===== src/rtl/ringaddr_pkg.sv =====
package ringaddr_pkg;
    // default geometry of the shared sample RAM
    localparam int RA_NUM_CH = 10;
    localparam int RA_ADDR_W = 11;
    localparam int RA_LEN_W  = 8;
endpackage


===== src/rtl/ring_slot.sv =====
// Per-channel ring state: write pointer and saturating fill count.
module ring_slot #(
    parameter int LEN_W = 8
) (
    input  logic             clk,
    input  logic             rst_n,
    input  logic             en,
    input  logic             wr_hit,
    input  logic [LEN_W-1:0] size_m1,
    output logic [LEN_W-1:0] wptr,
    output logic [LEN_W:0]   fill
);
    localparam int FILL_W = LEN_W + 1;

    typedef struct packed {
        logic [LEN_W-1:0]  wptr;
        logic [FILL_W-1:0] fill;
    } slot_t;

    slot_t s_d, s_q;
    logic [FILL_W-1:0] size_full;

    assign size_full = {1'b0, size_m1} + FILL_W'(1);

    always_comb begin
        s_d = s_q;
        if (!en) begin
            s_d.wptr = '0;
            s_d.fill = '0;
        end else if (wr_hit) begin
            s_d.wptr = (s_q.wptr >= size_m1) ? '0 : s_q.wptr + LEN_W'(1);
            s_d.fill = (s_q.fill >= size_full) ? size_full : s_q.fill + FILL_W'(1);
        end
    end

    always_ff @(posedge clk or negedge rst_n) begin
        if (!rst_n) s_q <= '0;
        else        s_q <= s_d;
    end

    assign wptr = s_q.wptr;
    assign fill = s_q.fill;

    a_r9_disable_clears: assert property (@(posedge clk) disable iff (!rst_n)
        !en |=> (wptr == '0 && fill == '0));
    a_r2_pointer_wraps: assert property (@(posedge clk) disable iff (!rst_n)
        (en && wr_hit && wptr == size_m1) |=> (wptr == '0));
    a_r4_fill_capped: assert property (@(posedge clk) disable iff (!rst_n)
        (en && wr_hit) |=> (!$stable(size_m1) || fill <= ({1'b0, size_m1} + FILL_W'(1))));
    a_r8_idle_holds: assert property (@(posedge clk) disable iff (!rst_n)
        (en && !wr_hit) |=> (!$stable(en) || $stable(wptr)));
endmodule


===== src/rtl/ring_rd_calc.sv =====
// Read-side address: bounds test and modular history index.
module ring_rd_calc #(
    parameter int ADDR_W = 11,
    parameter int LEN_W  = 8
) (
    input  logic              en,
    input  logic [ADDR_W-1:0] base,
    input  logic [LEN_W-1:0]  wptr,
    input  logic [LEN_W:0]    fill,
    input  logic [LEN_W-1:0]  size_m1,
    input  logic [LEN_W-1:0]  ofs,
    output logic [ADDR_W-1:0] addr,
    output logic              oob
);
    localparam int IW = LEN_W + 1;

    logic [IW-1:0] size_full, back, idx;

    always_comb begin
        size_full = {1'b0, size_m1} + IW'(1);
        oob       = !en || ({1'b0, ofs} >= fill);
        // wptr + size - 1 - ofs stays in [0, 2*size) whenever ofs < size
        back      = {1'b0, wptr} + size_full - IW'(1) - {1'b0, ofs};
        idx       = (back >= size_full) ? back - size_full : back;
        addr      = oob ? base : base + ADDR_W'(idx);
    end

    always_comb begin
        if (!oob) begin
            a_r3_index_inside: assert (idx <= {1'b0, size_m1} || fill > size_full);
        end
    end
endmodule


===== src/rtl/ring_err_latch.sv =====
// Sticky out-of-bounds flag with masked interrupt.
module ring_err_latch (
    input  logic clk,
    input  logic rst_n,
    input  logic set,
    input  logic clr,
    input  logic ie,
    output logic flag,
    output logic irq
);
    typedef struct packed {
        logic err;
    } err_t;

    err_t e_d, e_q;

    always_comb begin
        e_d = e_q;
        if (set)      e_d.err = 1'b1;
        else if (clr) e_d.err = 1'b0;
    end

    always_ff @(posedge clk or negedge rst_n) begin
        if (!rst_n) e_q <= '0;
        else        e_q <= e_d;
    end

    assign flag = e_q.err;
    assign irq  = e_q.err & ie;

    a_r6_flag_sticky: assert property (@(posedge clk) disable iff (!rst_n)
        (flag && !clr) |=> flag);
    a_r6_set_beats_clear: assert property (@(posedge clk) disable iff (!rst_n)
        set |=> flag);
    a_r6_clear_drops: assert property (@(posedge clk) disable iff (!rst_n)
        (clr && !set) |=> !flag);
endmodule


===== src/rtl/chan_ring_addresser.sv =====
module chan_ring_addresser
    import ringaddr_pkg::*;
#(
    parameter int NUM_CH = RA_NUM_CH,
    parameter int ADDR_W = RA_ADDR_W,
    parameter int LEN_W  = RA_LEN_W
) (
    input  logic                      clk,
    input  logic                      rst_n,
    input  logic [ADDR_W-1:0]         cfg_start,
    input  logic [ADDR_W-1:0]         cfg_pitch,
    input  logic [LEN_W-1:0]          cfg_size_m1,
    input  logic [NUM_CH-1:0]         ch_enable,
    input  logic                      wr_req,
    input  logic [$clog2(NUM_CH)-1:0] wr_ch,
    output logic [ADDR_W-1:0]         wr_addr,
    input  logic                      rd_req,
    input  logic [$clog2(NUM_CH)-1:0] rd_ch,
    input  logic [LEN_W-1:0]          rd_ofs,
    output logic [ADDR_W-1:0]         rd_addr,
    input  logic                      err_clr,
    input  logic                      err_ie,
    output logic                      err_flag,
    output logic                      irq
);
    localparam int CH_W = $clog2(NUM_CH);

    logic [LEN_W-1:0]  wptr_arr [NUM_CH];
    logic [LEN_W:0]    fill_arr [NUM_CH];
    logic [NUM_CH-1:0] wr_hit;

    logic [ADDR_W-1:0] wr_base, rd_base;
    logic [LEN_W-1:0]  wr_wptr, rd_wptr;
    logic [LEN_W:0]    rd_fill;
    logic              rd_en, rd_oob;

    generate
        for (genvar i = 0; i < NUM_CH; i++) begin : g_slot
            assign wr_hit[i] = wr_req && (wr_ch == CH_W'(i));
            ring_slot #(.LEN_W(LEN_W)) slot_i (
                .clk     (clk),
                .rst_n   (rst_n),
                .en      (ch_enable[i]),
                .wr_hit  (wr_hit[i]),
                .size_m1 (cfg_size_m1),
                .wptr    (wptr_arr[i]),
                .fill    (fill_arr[i])
            );
        end
    endgenerate

    // channel selection; an index past the last channel selects nothing
    always_comb begin
        wr_wptr = '0;
        rd_wptr = '0;
        rd_fill = '0;
        rd_en   = 1'b0;
        for (int i = 0; i < NUM_CH; i++) begin
            if (wr_ch == CH_W'(i)) wr_wptr = wptr_arr[i];
            if (rd_ch == CH_W'(i)) begin
                rd_wptr = wptr_arr[i];
                rd_fill = fill_arr[i];
                rd_en   = ch_enable[i];
            end
        end
        wr_base = cfg_start + ADDR_W'(wr_ch) * cfg_pitch;
        rd_base = cfg_start + ADDR_W'(rd_ch) * cfg_pitch;
        wr_addr = wr_base + ADDR_W'(wr_wptr);
    end

    ring_rd_calc #(.ADDR_W(ADDR_W), .LEN_W(LEN_W)) rd_calc_i (
        .en      (rd_en),
        .base    (rd_base),
        .wptr    (rd_wptr),
        .fill    (rd_fill),
        .size_m1 (cfg_size_m1),
        .ofs     (rd_ofs),
        .addr    (rd_addr),
        .oob     (rd_oob)
    );

    ring_err_latch err_i (
        .clk   (clk),
        .rst_n (rst_n),
        .set   (rd_req && rd_oob),
        .clr   (err_clr),
        .ie    (err_ie),
        .flag  (err_flag),
        .irq   (irq)
    );

    a_r5_bad_read_flags: assert property (@(posedge clk) disable iff (!rst_n)
        (rd_req && rd_ofs == '0 && !ch_enable[0] && rd_ch == '0) |=> err_flag);
    a_r7_irq_needs_flag: assert property (@(posedge clk) disable iff (!rst_n)
        irq |-> (err_flag && err_ie));
endmodule


===== config.mk =====
export PLATFORM = sky130hd
export DESIGN_NAME = chan_ring_addresser
export DESIGN_NICKNAME = d
export VERILOG_FILES = /design/src/rtl/ringaddr_pkg.sv /design/src/rtl/ring_slot.sv /design/src/rtl/ring_rd_calc.sv /design/src/rtl/ring_err_latch.sv /design/src/rtl/chan_ring_addresser.sv
export SDC_FILE = /design/constraint.sdc
export NUM_CORES = 1
export LEC_CHECK = 0
export ABC_AREA = 1
export BUFFER_PORTS_ARGS = -buffer_cell sky130_fd_sc_hd__buf_4
export CAP_MARGIN = 20
export CORE_MARGIN = 2
export CORE_UTILIZATION = 50
export CTS_CLUSTER_SIZE = 12
export DETAILED_ROUTE_END_ITERATION = 6
export HOLD_SLACK_MARGIN = 0.06
export PLACE_DENSITY = 0.68
export SYNTH_ARGS = -nofsm -noshare
export SYNTH_HDL_FRONTEND = slang
export SYNTH_SLANG_ARGS = --single-unit

===== constraint.sdc =====
create_clock -name clk -period 9.5 [get_ports clk]
set_clock_uncertainty 0.05 [all_clocks]
set_input_delay 0.95 -clock clk [delete_from_list [all_inputs] [get_ports clk]]
set_output_delay 0.95 -clock clk [all_outputs]
set_load 0.1 [all_outputs]

==> results.toml <==
[outcome]
outcome = "complete, no violations"

[synth]
synth_ff_type = "dfrtp_1"
yosys-top-cells-area = "dfrtp_1 22%, ha_1 16%, nand2_1 12%"
synth_seq_cells = 171
synth_top_area_cell = "dfrtp_1"
syn_avg_cell_area_um2 = 7.05
synth_top_area_share = 0.216
synthCells = 2807
ys_warn_count = 0
yosysUniqueCellTypes = 50
synth_edf_count = 0
synth.cell_area_um2 = 19800
ys_seq_area_frac = 0.216
syn_nets = 3186
synth-async-reset-ratio = 1.00

[clock_network]
clkSinkCount = 171
hold_buffers = 0
cts_buffers = 17
clk_path_buf_depth = 2
htreeDepth = 4
ctsResizeCount = 0
clkLatencyLatePin_ns = 0.47
cts-root-buf = "clkbuf_16"
cts.clk_slew.worst_paths_ns = 0.06
postCtsSetupBuffers = 0
cts_tree = "built"

[cells_and_area]
syn2layout_area_growth_pct = 9.02
nets = 3245
finalNonFillerCells = 3397
stdcell_area_um2 = 21600
diodes = 0
fin_util = 0.556
layout-drive-gt1-share = 0.0719

[sta]
slew_violations = 0
worst-slew-pin-transition_ns = 0.958
hold_ws_ns = 0.393
finalCritPeriodShare = 0.905
rsz0062_at_grt = "no"
hold_viol = 0
setup_viol = 0
finalWorstSetupSlack_ns = 0.899
max_clock_freq_mhz = 116
max_slew_margin = 0.361
fin_crit_ns = 8.60
fin_setup_tns_ns = 0

[placed_design]
portBuffers = 85
dpl.hpwl_mm = 55.6
dpl.cell_count = 3365
dp_slack_ns = 1.01
place_area_um2 = 21000
place_congestion = 1.04

[power]
ir_drop_mv = 0.237
p_leak_nw = 10.5
p_switching_mw = 2.33
p_total_mw = 4.34
swShare = 0.536
p_int_mw = 2.01
comb_power_share = 0.619
pwr-share-clk = 0.178
power_density_nw_per_um2 = 201
seq_power_share = 0.203

[setup_path]
cp_common_cell = "nand2_1"
slowest_delay_ns = 0.47
crit_arrival_ns = 7.60
critPathCaptureType = "output port"
required_ns = 8.50
slowest_stage = "fa_1"
crit_type = "primary input to output port"
startpoint_type = "primary input"
critPathMaxFanout = 16

[floorplanning]
die_h_um = 203
num_rows = 72
start_util = 0.510
die_x_um = 203
coreArea_um2 = 38800
ios = 86
dieArea_um2 = 41200

[global_routing]
grt_max_degree = 67
grt_overflow = 0
grt_pass1_vias = 19531
grt_use_total = 0.348
antenna_found_initial = 2
grt_pass1_wl_mm = 111

[route]
route.detailed.drc = 0
ant_nets = 0
num_vias = 20379
firstDrtPassIters = 6
drtIter0Drc = 1871
wire_per_inst_um = 21.0
avgViaCountPerCell = 6.00
wl_mm = 71.3

[min_path]
hold_path.class = "primary input to asynchronous set/reset pin"

[job]
cap_viol_max_count = 0
[worst max-delay path: cells and delay by family]
kind	cells	cell delay (ns)
AO/OA/AOI/OAI	9	1.49
AND/OR/NAND/NOR	20	2.18
buffers and inverters	5	0.69
adder cells (fa/ha/maj)	6	2.08
XOR/XNOR	1	0.19
[registers in the layout, summed over array words and instances (netlist names)]
name                cells
err_i.flag              1
g_slot.slot_i.fill     90
g_slot.slot_i.wptr     80
[Yosys cell counts, drive strengths merged (27+ instances only)]
cell type / n
dfrtp: 171
nand4: 44
fa: 65
a21oi: 239
inv: 417
clkbuf: 39
ha: 252
nor2: 177
o21ai: 263
xor2: 87
o22ai: 54
nand3: 125
nor3: 61
nand2: 638
buf: 27
[power groups by stage]
stage          clock network, mW  registers [mW]  logic (mW)
2_1_floorplan                  0           0.856        2.05
3_3_place_gp                   0           0.891        2.61
3_5_place_dp                   0           0.891        2.65
4_1_cts                    0.775           0.878        2.66
5_1_grt                    0.802           0.888        2.94
6_report                   0.772           0.882        2.69
[routing by layer]
metal,routed length (um),GRT usage,part of all wire
met2,30200,0.527,0.42
met4,3020,0.151,0.042
met1,30700,0.475,0.43
met5,29,0,0.00041
met3,7330,0.0812,0.10
[worst paths after layout]
| path | depth (start not counted) | slack, ns | startpoint | end |
|---|---|---|---|---|
| max | 41 | 0.90 | rd_ch[0] | rd_addr[10] |
| min | 1 | 0.39 | rst_n | g_slot[1].slot_i.fill[7] |
| max reg2reg | 22 | 5.83 | g_slot[1].slot_i.fill[3] | err_i.flag |
| min reg2reg | 2 | 0.46 | err_i.flag | err_i.flag |
| max in group asynchronous | 2 | 7.61 | rst_n | g_slot[7].slot_i.wptr[0] |
| min in group clk | 2 | 0.46 | err_i.flag | err_i.flag |
[cell usage in the layout, fill, tap and decap left out, drive strengths merged]
cell type and count:
nand2 638, inv 417, o21ai 263, ha 252
a21oi 239, nor2 177, dfrtp 171, nand3 125
buf 106, xor2 87, fa 65, nor3 61
o22ai 54, nand4 44, o32ai 26, xnor2 24
clkbuf 20, o211ai 15, or2 14, nand3b 13
o2111ai 11, clkinv 11, a31oi 6, o221ai 6
a211o 6, o41ai 6, o21bai 4, o31ai 4
bufinv 4, nor4 3, o21a 2, a211oi 2
a21boi 1, and3 1, a21o 1
[logic make-up after synthesis]
| logic type | synth area share |
|---|---|
| AO/OA/AOI/OAI | 0.182 |
| XOR/XNOR | 0.0495 |
| adder cells (fa/ha/maj) | 0.225 |
| buffers and inverters | 0.0953 |
| flip-flops | 0.216 |
| AND/OR/NAND/NOR | 0.232 |
[area by class of cell]
cell class | instances | area [um^2]
clock buffer | 20 | 447
multi-input combinational | 2150 | 13700
fill | 3789 | 17200
tap | 518 | 648
sequential | 171 | 4280
inverter | 420 | 1580
timing repair buffer | 106 | 800
clock inverter | 12 | 171
Power figures use the tool's default switching activity.
